**src/rtl/fi_pkg.sv**
```systemverilog
package fi_pkg;
  typedef enum logic [1:0] {
    ST_IDLE  = 2'd0,
    ST_ARMED = 2'd1,
    ST_WAIT  = 2'd2,
    ST_INJ   = 2'd3
  } fiState_e;

  // Strobes from the control to the datapath: which halves of the mask apply now.
  typedef struct packed {
    logic injLo;
    logic injHi;
  } fiStrobe_t;
endpackage

```
**src/rtl/fi_ctrl.sv**
```systemverilog
module fi_ctrl
  import fi_pkg::*;
#(
  parameter int DELAY_W = 16,
  parameter int WIN_W   = 8
) (
  input  logic               clk,
  input  logic               rstN,
  input  logic               armReq,
  input  logic [DELAY_W-1:0] cfgDelay,
  input  logic [WIN_W-1:0]   cfgWindow,
  input  logic               cfgUnaligned,
  input  logic               trigIn,
  output fiStrobe_t          strobe,
  output logic               armed
);
  localparam int PH_W = WIN_W + 1;

  fiState_e           state;
  logic               trigQ;
  logic [DELAY_W-1:0] dlyQ;
  logic [DELAY_W-1:0] dlyCnt;
  logic [PH_W-1:0]    winEff;
  logic [PH_W-1:0]    ph;
  logic [PH_W-1:0]    lastPh;
  logic               unalQ;
  logic               trigRise;

  assign trigRise = trigIn & ~trigQ;
  // The unaligned window is one cycle longer: the upper half trails the lower half.
  assign lastPh   = unalQ ? winEff : winEff - PH_W'(1);

  always_ff @(posedge clk or negedge rstN) begin
    if (!rstN) begin
      state  <= ST_IDLE;
      trigQ  <= 1'b0;
      dlyQ   <= '0;
      dlyCnt <= '0;
      winEff <= PH_W'(1);
      ph     <= '0;
      unalQ  <= 1'b0;
    end else begin
      trigQ <= trigIn;
      if (armReq) begin
        state  <= ST_ARMED;
        dlyQ   <= cfgDelay;
        winEff <= (cfgWindow == '0) ? PH_W'(1) : PH_W'(cfgWindow);
        unalQ  <= cfgUnaligned;
        ph     <= '0;
      end else begin
        case (state)
          ST_ARMED: begin
            if (trigRise) begin
              ph <= '0;
              if (dlyQ == '0) begin
                state <= ST_INJ;
              end else begin
                dlyCnt <= dlyQ;
                state  <= ST_WAIT;
              end
            end
          end
          ST_WAIT: begin
            if (dlyCnt == DELAY_W'(1)) state <= ST_INJ;
            else                       dlyCnt <= dlyCnt - DELAY_W'(1);
          end
          ST_INJ: begin
            if (ph == lastPh) state <= ST_IDLE;
            else              ph    <= ph + PH_W'(1);
          end
          default: ;
        endcase
      end
    end
  end

  always_comb begin
    strobe.injLo = (state == ST_INJ) && (ph < winEff);
    strobe.injHi = (state == ST_INJ) && (unalQ ? (ph != '0) : (ph < winEff));
  end

  assign armed = (state != ST_IDLE);
endmodule

```
**src/rtl/fi_datapath.sv**
```systemverilog
module fi_datapath
  import fi_pkg::*;
#(
  parameter int DATA_W = 32
) (
  input  logic                      clk,
  input  logic                      rstN,
  input  logic                      armReq,
  input  logic [$clog2(DATA_W)-1:0] cfgBit,
  input  logic                      cfgPair,
  input  logic                      cfgUnaligned,
  input  fiStrobe_t                 strobe,
  input  logic                      clrSts,
  input  logic [DATA_W-1:0]         rdData,
  output logic [DATA_W-1:0]         fetchData,
  output logic                      stsHit,
  output logic [DATA_W-1:0]         stsMask
);
  localparam int HALF = DATA_W / 2;

  logic [DATA_W-1:0] oneHot;
  logic [DATA_W-1:0] baseMask;
  logic [DATA_W-1:0] rotMask;
  logic [DATA_W-1:0] physMask;
  logic [DATA_W-1:0] halfSel;
  logic [DATA_W-1:0] applied;

  always_comb begin
    oneHot = {{(DATA_W-1){1'b0}}, 1'b1} << cfgBit;
    if (!cfgPair)                              baseMask = oneHot;
    else if (cfgBit == $clog2(DATA_W)'(DATA_W-1)) baseMask = oneHot | (oneHot >> 1);
    else                                       baseMask = oneHot | (oneHot << 1);
  end

  // Halfword swap on the unaligned read path.
  for (genvar i = 0; i < DATA_W; i++) begin : gRot
    assign rotMask[i] = baseMask[(i + HALF) % DATA_W];
  end

  always_ff @(posedge clk or negedge rstN) begin
    if (!rstN)       physMask <= '0;
    else if (armReq) physMask <= cfgUnaligned ? rotMask : baseMask;
  end

  assign halfSel   = {{HALF{strobe.injHi}}, {HALF{strobe.injLo}}};
  assign applied   = physMask & halfSel;
  assign fetchData = rdData | applied;

  always_ff @(posedge clk or negedge rstN) begin
    if (!rstN) begin
      stsHit  <= 1'b0;
      stsMask <= '0;
    end else if (clrSts) begin
      stsHit  <= |applied;
      stsMask <= applied;
    end else begin
      stsHit  <= stsHit | (|applied);
      stsMask <= stsMask | applied;
    end
  end
endmodule

```
**src/rtl/bitset_fault_injector.sv**
```systemverilog
module bitset_fault_injector
  import fi_pkg::*;
#(
  parameter int DATA_W  = 32,
  parameter int DELAY_W = 16,
  parameter int WIN_W   = 8,
  localparam int IDX_W  = $clog2(DATA_W)
) (
  input  logic               clk,
  input  logic               rstN,
  input  logic               armReq,
  input  logic [DELAY_W-1:0] cfgDelay,
  input  logic [WIN_W-1:0]   cfgWindow,
  input  logic [IDX_W-1:0]   cfgBit,
  input  logic               cfgPair,
  input  logic               cfgUnaligned,
  input  logic               trigIn,
  input  logic               clrSts,
  input  logic [DATA_W-1:0]  rdData,
  output logic [DATA_W-1:0]  fetchData,
  output logic               armed,
  output logic               stsHit,
  output logic [DATA_W-1:0]  stsMask
);
  fiStrobe_t strobe;

  fi_ctrl #(.DELAY_W(DELAY_W), .WIN_W(WIN_W)) uCtrl (
    .clk(clk), .rstN(rstN), .armReq(armReq), .cfgDelay(cfgDelay),
    .cfgWindow(cfgWindow), .cfgUnaligned(cfgUnaligned), .trigIn(trigIn),
    .strobe(strobe), .armed(armed)
  );

  fi_datapath #(.DATA_W(DATA_W)) uPath (
    .clk(clk), .rstN(rstN), .armReq(armReq), .cfgBit(cfgBit),
    .cfgPair(cfgPair), .cfgUnaligned(cfgUnaligned), .strobe(strobe),
    .clrSts(clrSts), .rdData(rdData), .fetchData(fetchData),
    .stsHit(stsHit), .stsMask(stsMask)
  );
endmodule

```
**config.mk**
```make
export PLATFORM = sky130hd
export DESIGN_NAME = bitset_fault_injector
export DESIGN_NICKNAME = d
export VERILOG_FILES = /design/src/rtl/fi_pkg.sv /design/src/rtl/fi_ctrl.sv /design/src/rtl/fi_datapath.sv /design/src/rtl/bitset_fault_injector.sv
export SDC_FILE = /design/constraint.sdc
export NUM_CORES = 1
export LEC_CHECK = 0
export ABC_CLOCK_PERIOD_IN_PS = 3100
export CAP_MARGIN = 20
export CORE_MARGIN = 10
export CORE_UTILIZATION = 25
export DETAILED_ROUTE_END_ITERATION = 7
export DONT_BUFFER_PORTS = 1
export GPL_TIMING_DRIVEN = 0
export MAX_ROUTING_LAYER = met4
export SYNTH_ARGS = -nofsm -noshare
export SYNTH_HDL_FRONTEND = slang
export SYNTH_HIERARCHICAL = 1
export SYNTH_SLANG_ARGS = --single-unit
```
**constraint.sdc**
```tcl
create_clock -name clk -period 3.1 [get_ports clk]
set_input_delay 0.31 -clock clk [delete_from_list [all_inputs] [get_ports clk]]
set_output_delay 0.31 -clock clk [all_outputs]
set_load 0.02 [all_outputs]
```
### Word-level counts from Yosys, hierarchy flattened

Index checks and enable logic that the tools add are counted.
Widths: inputs -> output; s select.

* bits in registers: 119

* reduce and logical (&&, ||, !) cells: 13
* bitwise gates (word level): 9
* $add $sub $neg: 3
* muxes and demuxes: 22
* eq/ne operators: 13
* order comparisons: 1
* shifts and indexed selects: 1

Operators with widths (number)
* $mux 32: 4
* $or 32x32->32: 3
* $mux 16: 3
* $mux 9: 4
* $and 32x32->32: 1
* $or 32x31->32: 1
* $pmux 16 s2: 1
* $reduce_or 32->1: 1
* $shl 1x5->32 const A: 1
* $pmux 9 s2: 1
* $eq 16x1->1 const B: 1
* $logic_not 16->1: 1
* $sub 16x1->16 const B: 1
* $add 9x1->9 const B: 1
* $eq 9x9->1: 1
* $lt 9x9->1: 1
* $ne 3x2->1 const B: 3
* $reduce_bool 9->1: 1
* $sub 9x1->9 const B: 1
* $logic_not 8->1: 1
* $mux 2: 4
* $mux 8: 1
* $pmux 2 s3: 1
* $eq 5x5->1 const B: 1
* 16 further kinds: 23

### Longest topological paths before layout

* depth in word-level cells: 7
* gate-level depth with buffers: 11

### Hierarchy

Netlist, hierarchy kept.

Modules (own cells, without submodules)
* fi_ctrl: instances 1, sequential area each 1327.5 µm², area an instance 3342.0 µm², cells an instance 372
* fi_datapath: instances 1, sequential area each 1626.6 µm², area an instance 3072.9 µm², cells an instance 326

### Least setup slack after synthesis

OpenSTA, ideal clock, no wires.

* kind: register -> output
* from: reg uCtrl.winEff[1]
* to: out fetchData[10]
* arrival: 2427 ps
* stages on the path, launching flop included: 12
* path slack: 363 ps
* path buffers: 2
* path through: dfrtp_1 > inv_1 > ha_1 > a21o_1 > a21o_1 > a21oi_1 > o21ai_0 > a2111oi_0 > clkbuf_1 > clkbuf_1 > nand2_1 > nand2b_1

RTL lines
* start: declaration: line fi_ctrl.sv:23 `logic [PH_W-1:0] winEff;`
* start signal: assignment: line fi_ctrl.sv:47 `winEff <= (cfgWindow == '0) ? PH_W'(1) : PH_W'(cfgWindow);`
* end: declaration: line bitset_fault_injector.sv:20 `output logic [DATA_W-1:0] fetchData,`

==> results.txt <==
Reg clk slew, reported paths: 0.06 ns
total core area: 25200 um^2
RSZ-0062 raised after global routing: true
CTS tree: yes
Final Slew Violations: 0
via count: 5383
crit-path max FO: 5
Initial Util: 0.255
DRC viols: 0
register area: 2960 um^2
first-pass GRT wire length: 31400 um
Max Fclk: 331 MHz
Buf/Inv on CP: 4
Slew Limit Headroom: 0.481
sequential share of the synthesized area: 0.461
DR vias/cell: 4.99
period utilisation layout: 0.973
fin area: 8070 um^2
IO Pins: 134
Final Wtd Congestion: 0.878
clk root buf: clkbuf_16
final setup skew: 0.0229 ns
Multi-input gate area: 3430 um^2
Max Cap Violations: 0
placed cell areas: 6830 um^2
synth unique cells: 68
Syn Nets: 782
port bufs: 0
overall routed net length: 20500 um
Setup Crit Path Kind: register to primary output
share of layout cells above drive strength 1: 0.210
WL/cell: 19.0 um
CP max-delay cell: dfrtp_1
status: finished, final reports clean
most frequent cells in the layout: dfrtp_1, inv_1, o21ai_0
Pwr Total: 0.00558 W
final hold vios: 0
gr usage total: 0.125
# rows: 58
Crit path max-delay family: compound AO/OA/AOI/OAI gates
Leak Pwr: 3.55 nW
setup TNS: 0 ns
HPWL after DPL: 14600 um
Die Ht: 180 um
Post-synth top flop: dfrtp_1
H-tree Lvls: 4
Final Non-Filler Cells: 1079
DR iter-0 viols: 420
Cells after Synth: 698
GRT Residual Overflow: 0
min-delay worst type: primary input to register
DIE WIDTH: 180 um
area delta synth->final: 25.8%
Syn Std Cell Area: 6410 um^2
WP data required: 2.79 ns
Worst VDD drop: 297 uV
fill count: 2600
antenna-violating nets left: 0
crit-path cells: inv_2 -> ha_4 -> a21o_1 -> a21o_1 -> a21oi_2 -> o21ai_4 -> a2111oi_4 -> buf_4 -> buf_12 -> buf_12 -> nand2_8 -> nand2b_4
pin count of the biggest net entering global routing: 119
DR pass1 iterations: 5
vias in the first global route: 5369
Num Clock Sinks: 118
Power Density: 692 nW/um^2
synthesis-stage register bit count: 118
# nets final: 819
most common cell after layout, fill and taps aside: dfrtp_1
initial antenna violation count: 1
worst slew pin tran: 0.767 ns
EDFF count, synth: 0
placed cell count: 1028
setup slack, reg-to-reg: 0.19 ns
fin crit period: 3.02 ns
Die ar.: 32500 um^2
endpoints failing setup: 0
Yosys Warn Count: 6
critical path endpoint category: primary output
maximum buffer depth of the clock tree: 2
Synth Area per Inst: 9.19 um^2
CP startpoint kind: register
arrival time at the worst endpoint: 2.71 ns
Async SR Flop Fraction: 1.00
TritonCTS buffer count: 17
CP peak stage delay: 0.39 ns
Clock Latency Late Sink: 0.43 ns
metal layers:
| layer | vias to the layer above | global-route usage | part of all wire |
|---|---|---|---|
| li1 | 2550 | - | - |
| met1 | 2663 | 0.146 | 0.42 |
| met2 | 159 | 0.205 | 0.52 |
| met3 | 11 | 0.0359 | 0.056 |
| met4 | 0 | 0.0331 | 0.0068 |
| met5 | - | - | 0 |
layout make-up:
class	count	share of cell area
Sequential cell	118	0.366
Inverter	72	0.0335
Buffer	39	0.0247
Clock buffer	19	0.0561
Antenna cell	1	0.000310
Tap cell	330	0.0512
Multi-Input combinational cell	469	0.425
Clock inverter	13	0.0183
Timing Repair Buffer	18	0.0248
synth_stat cells (3+ instances only):
master | instances | area share
inv_1 | 72 | 0.042
buf_1 | 3 | 0.0018
a32oi_1 | 3 | 0.0041
a21oi_1 | 25 | 0.020
or4_1 | 5 | 0.0059
a31o_1 | 4 | 0.0055
nor4b_1 | 3 | 0.0041
and3_1 | 4 | 0.0039
nor2_1 | 22 | 0.013
buf_2 | 7 | 0.0055
nor3_1 | 4 | 0.0031
o21ai_0 | 70 | 0.055
mux2_2 | 17 | 0.030
a41o_2 | 3 | 0.0053
nand4_1 | 17 | 0.017
xor2_1 | 4 | 0.0055
or2_2 | 5 | 0.0049
a41o_1 | 3 | 0.0047
a21o_1 | 6 | 0.0070
ha_1 | 16 | 0.031
clkbuf_1 | 26 | 0.015
a31o_2 | 4 | 0.0055
and2_1 | 4 | 0.0039
a31oi_1 | 4 | 0.0039
and3_2 | 4 | 0.0047
dfrtp_1 | 117 | 0.46
nand3_1 | 18 | 0.014
nor3b_1 | 4 | 0.0047
nand2_1 | 63 | 0.037
nand2b_1 | 37 | 0.036
mux2i_1 | 5 | 0.0078
xnor2_1 | 5 | 0.0068
nor4_1 | 26 | 0.025
o211ai_1 | 4 | 0.0047
o22ai_1 | 26 | 0.025
nor2b_1 | 21 | 0.020
state kept, by name, summed over array words and instances, names as in the netlist:
name	cells
uPath/stsHit	1
uCtrl/state	2
uPath/stsMask	32
uCtrl/unalQ	1
uCtrl/dlyCnt	16
uPath/physMask	32
uCtrl/trigQ	1
uCtrl/ph	9
uCtrl/dlyQ	16
uCtrl/winEff	8
power by group:
part	internal (W)	switching [W]
clock network	0.00123	0.000771
logic	0.000633	0.000897
registers	0.00175	0.000294
total	0.00362	0.00196
stage by stage:
step / util / hold WS [ns] / setup slack, ns
3_5_place_dp: 0.271 / 0.0194 / -0.731
3_3_place_gp: 0.271 / 0.0204 / -0.696
4_1_cts: 0.308 / 0.00113 / -0.0227
6_report: 0.320 / 0.0253 / 0.0822
2_1_floorplan: - / 0.0144 / 0.363
5_1_grt: 0.320 / 0.00631 / -0.0666
final timing paths:
path	start	endpoint	depth (start not counted)
min	cfgDelay[14]	uCtrl/dlyQ[14]	2
max reg2reg	uCtrl/winEff[1]	uCtrl/state[0]	10
max	uCtrl/winEff[1]	fetchData[11]	12
max in group asynchronous	rstN	uCtrl/winEff[5]	2
min in group asynchronous	rstN	uPath/stsMask[26]	2
min reg2reg	uCtrl/dlyQ[8]	uCtrl/dlyQ[8]	1
cells by family after synthesis:
logic type               Yosys count  synth area share
flip-flops                       118             0.461
adder cells (fa/ha/maj)           16            0.0312
AND/OR/NAND/NOR                  250             0.216
AO/OA/AOI/OAI                    169             0.164
multiplexers                      23            0.0412
buffers and inverters            111            0.0688
XOR/XNOR                          11            0.0191
repair_timing:
action | 4_1_cts | 5_1_grt
hold endpoints to repair | 121 | 0
pin swaps | 1 | 6
hold buffers | 4 | 0
endpoints found under the setup margin | 42 | 32
buffers inserted | 3 | 11
resized for setup | 49 | 45
Note: power is estimated with default switching activity, not from simulation.
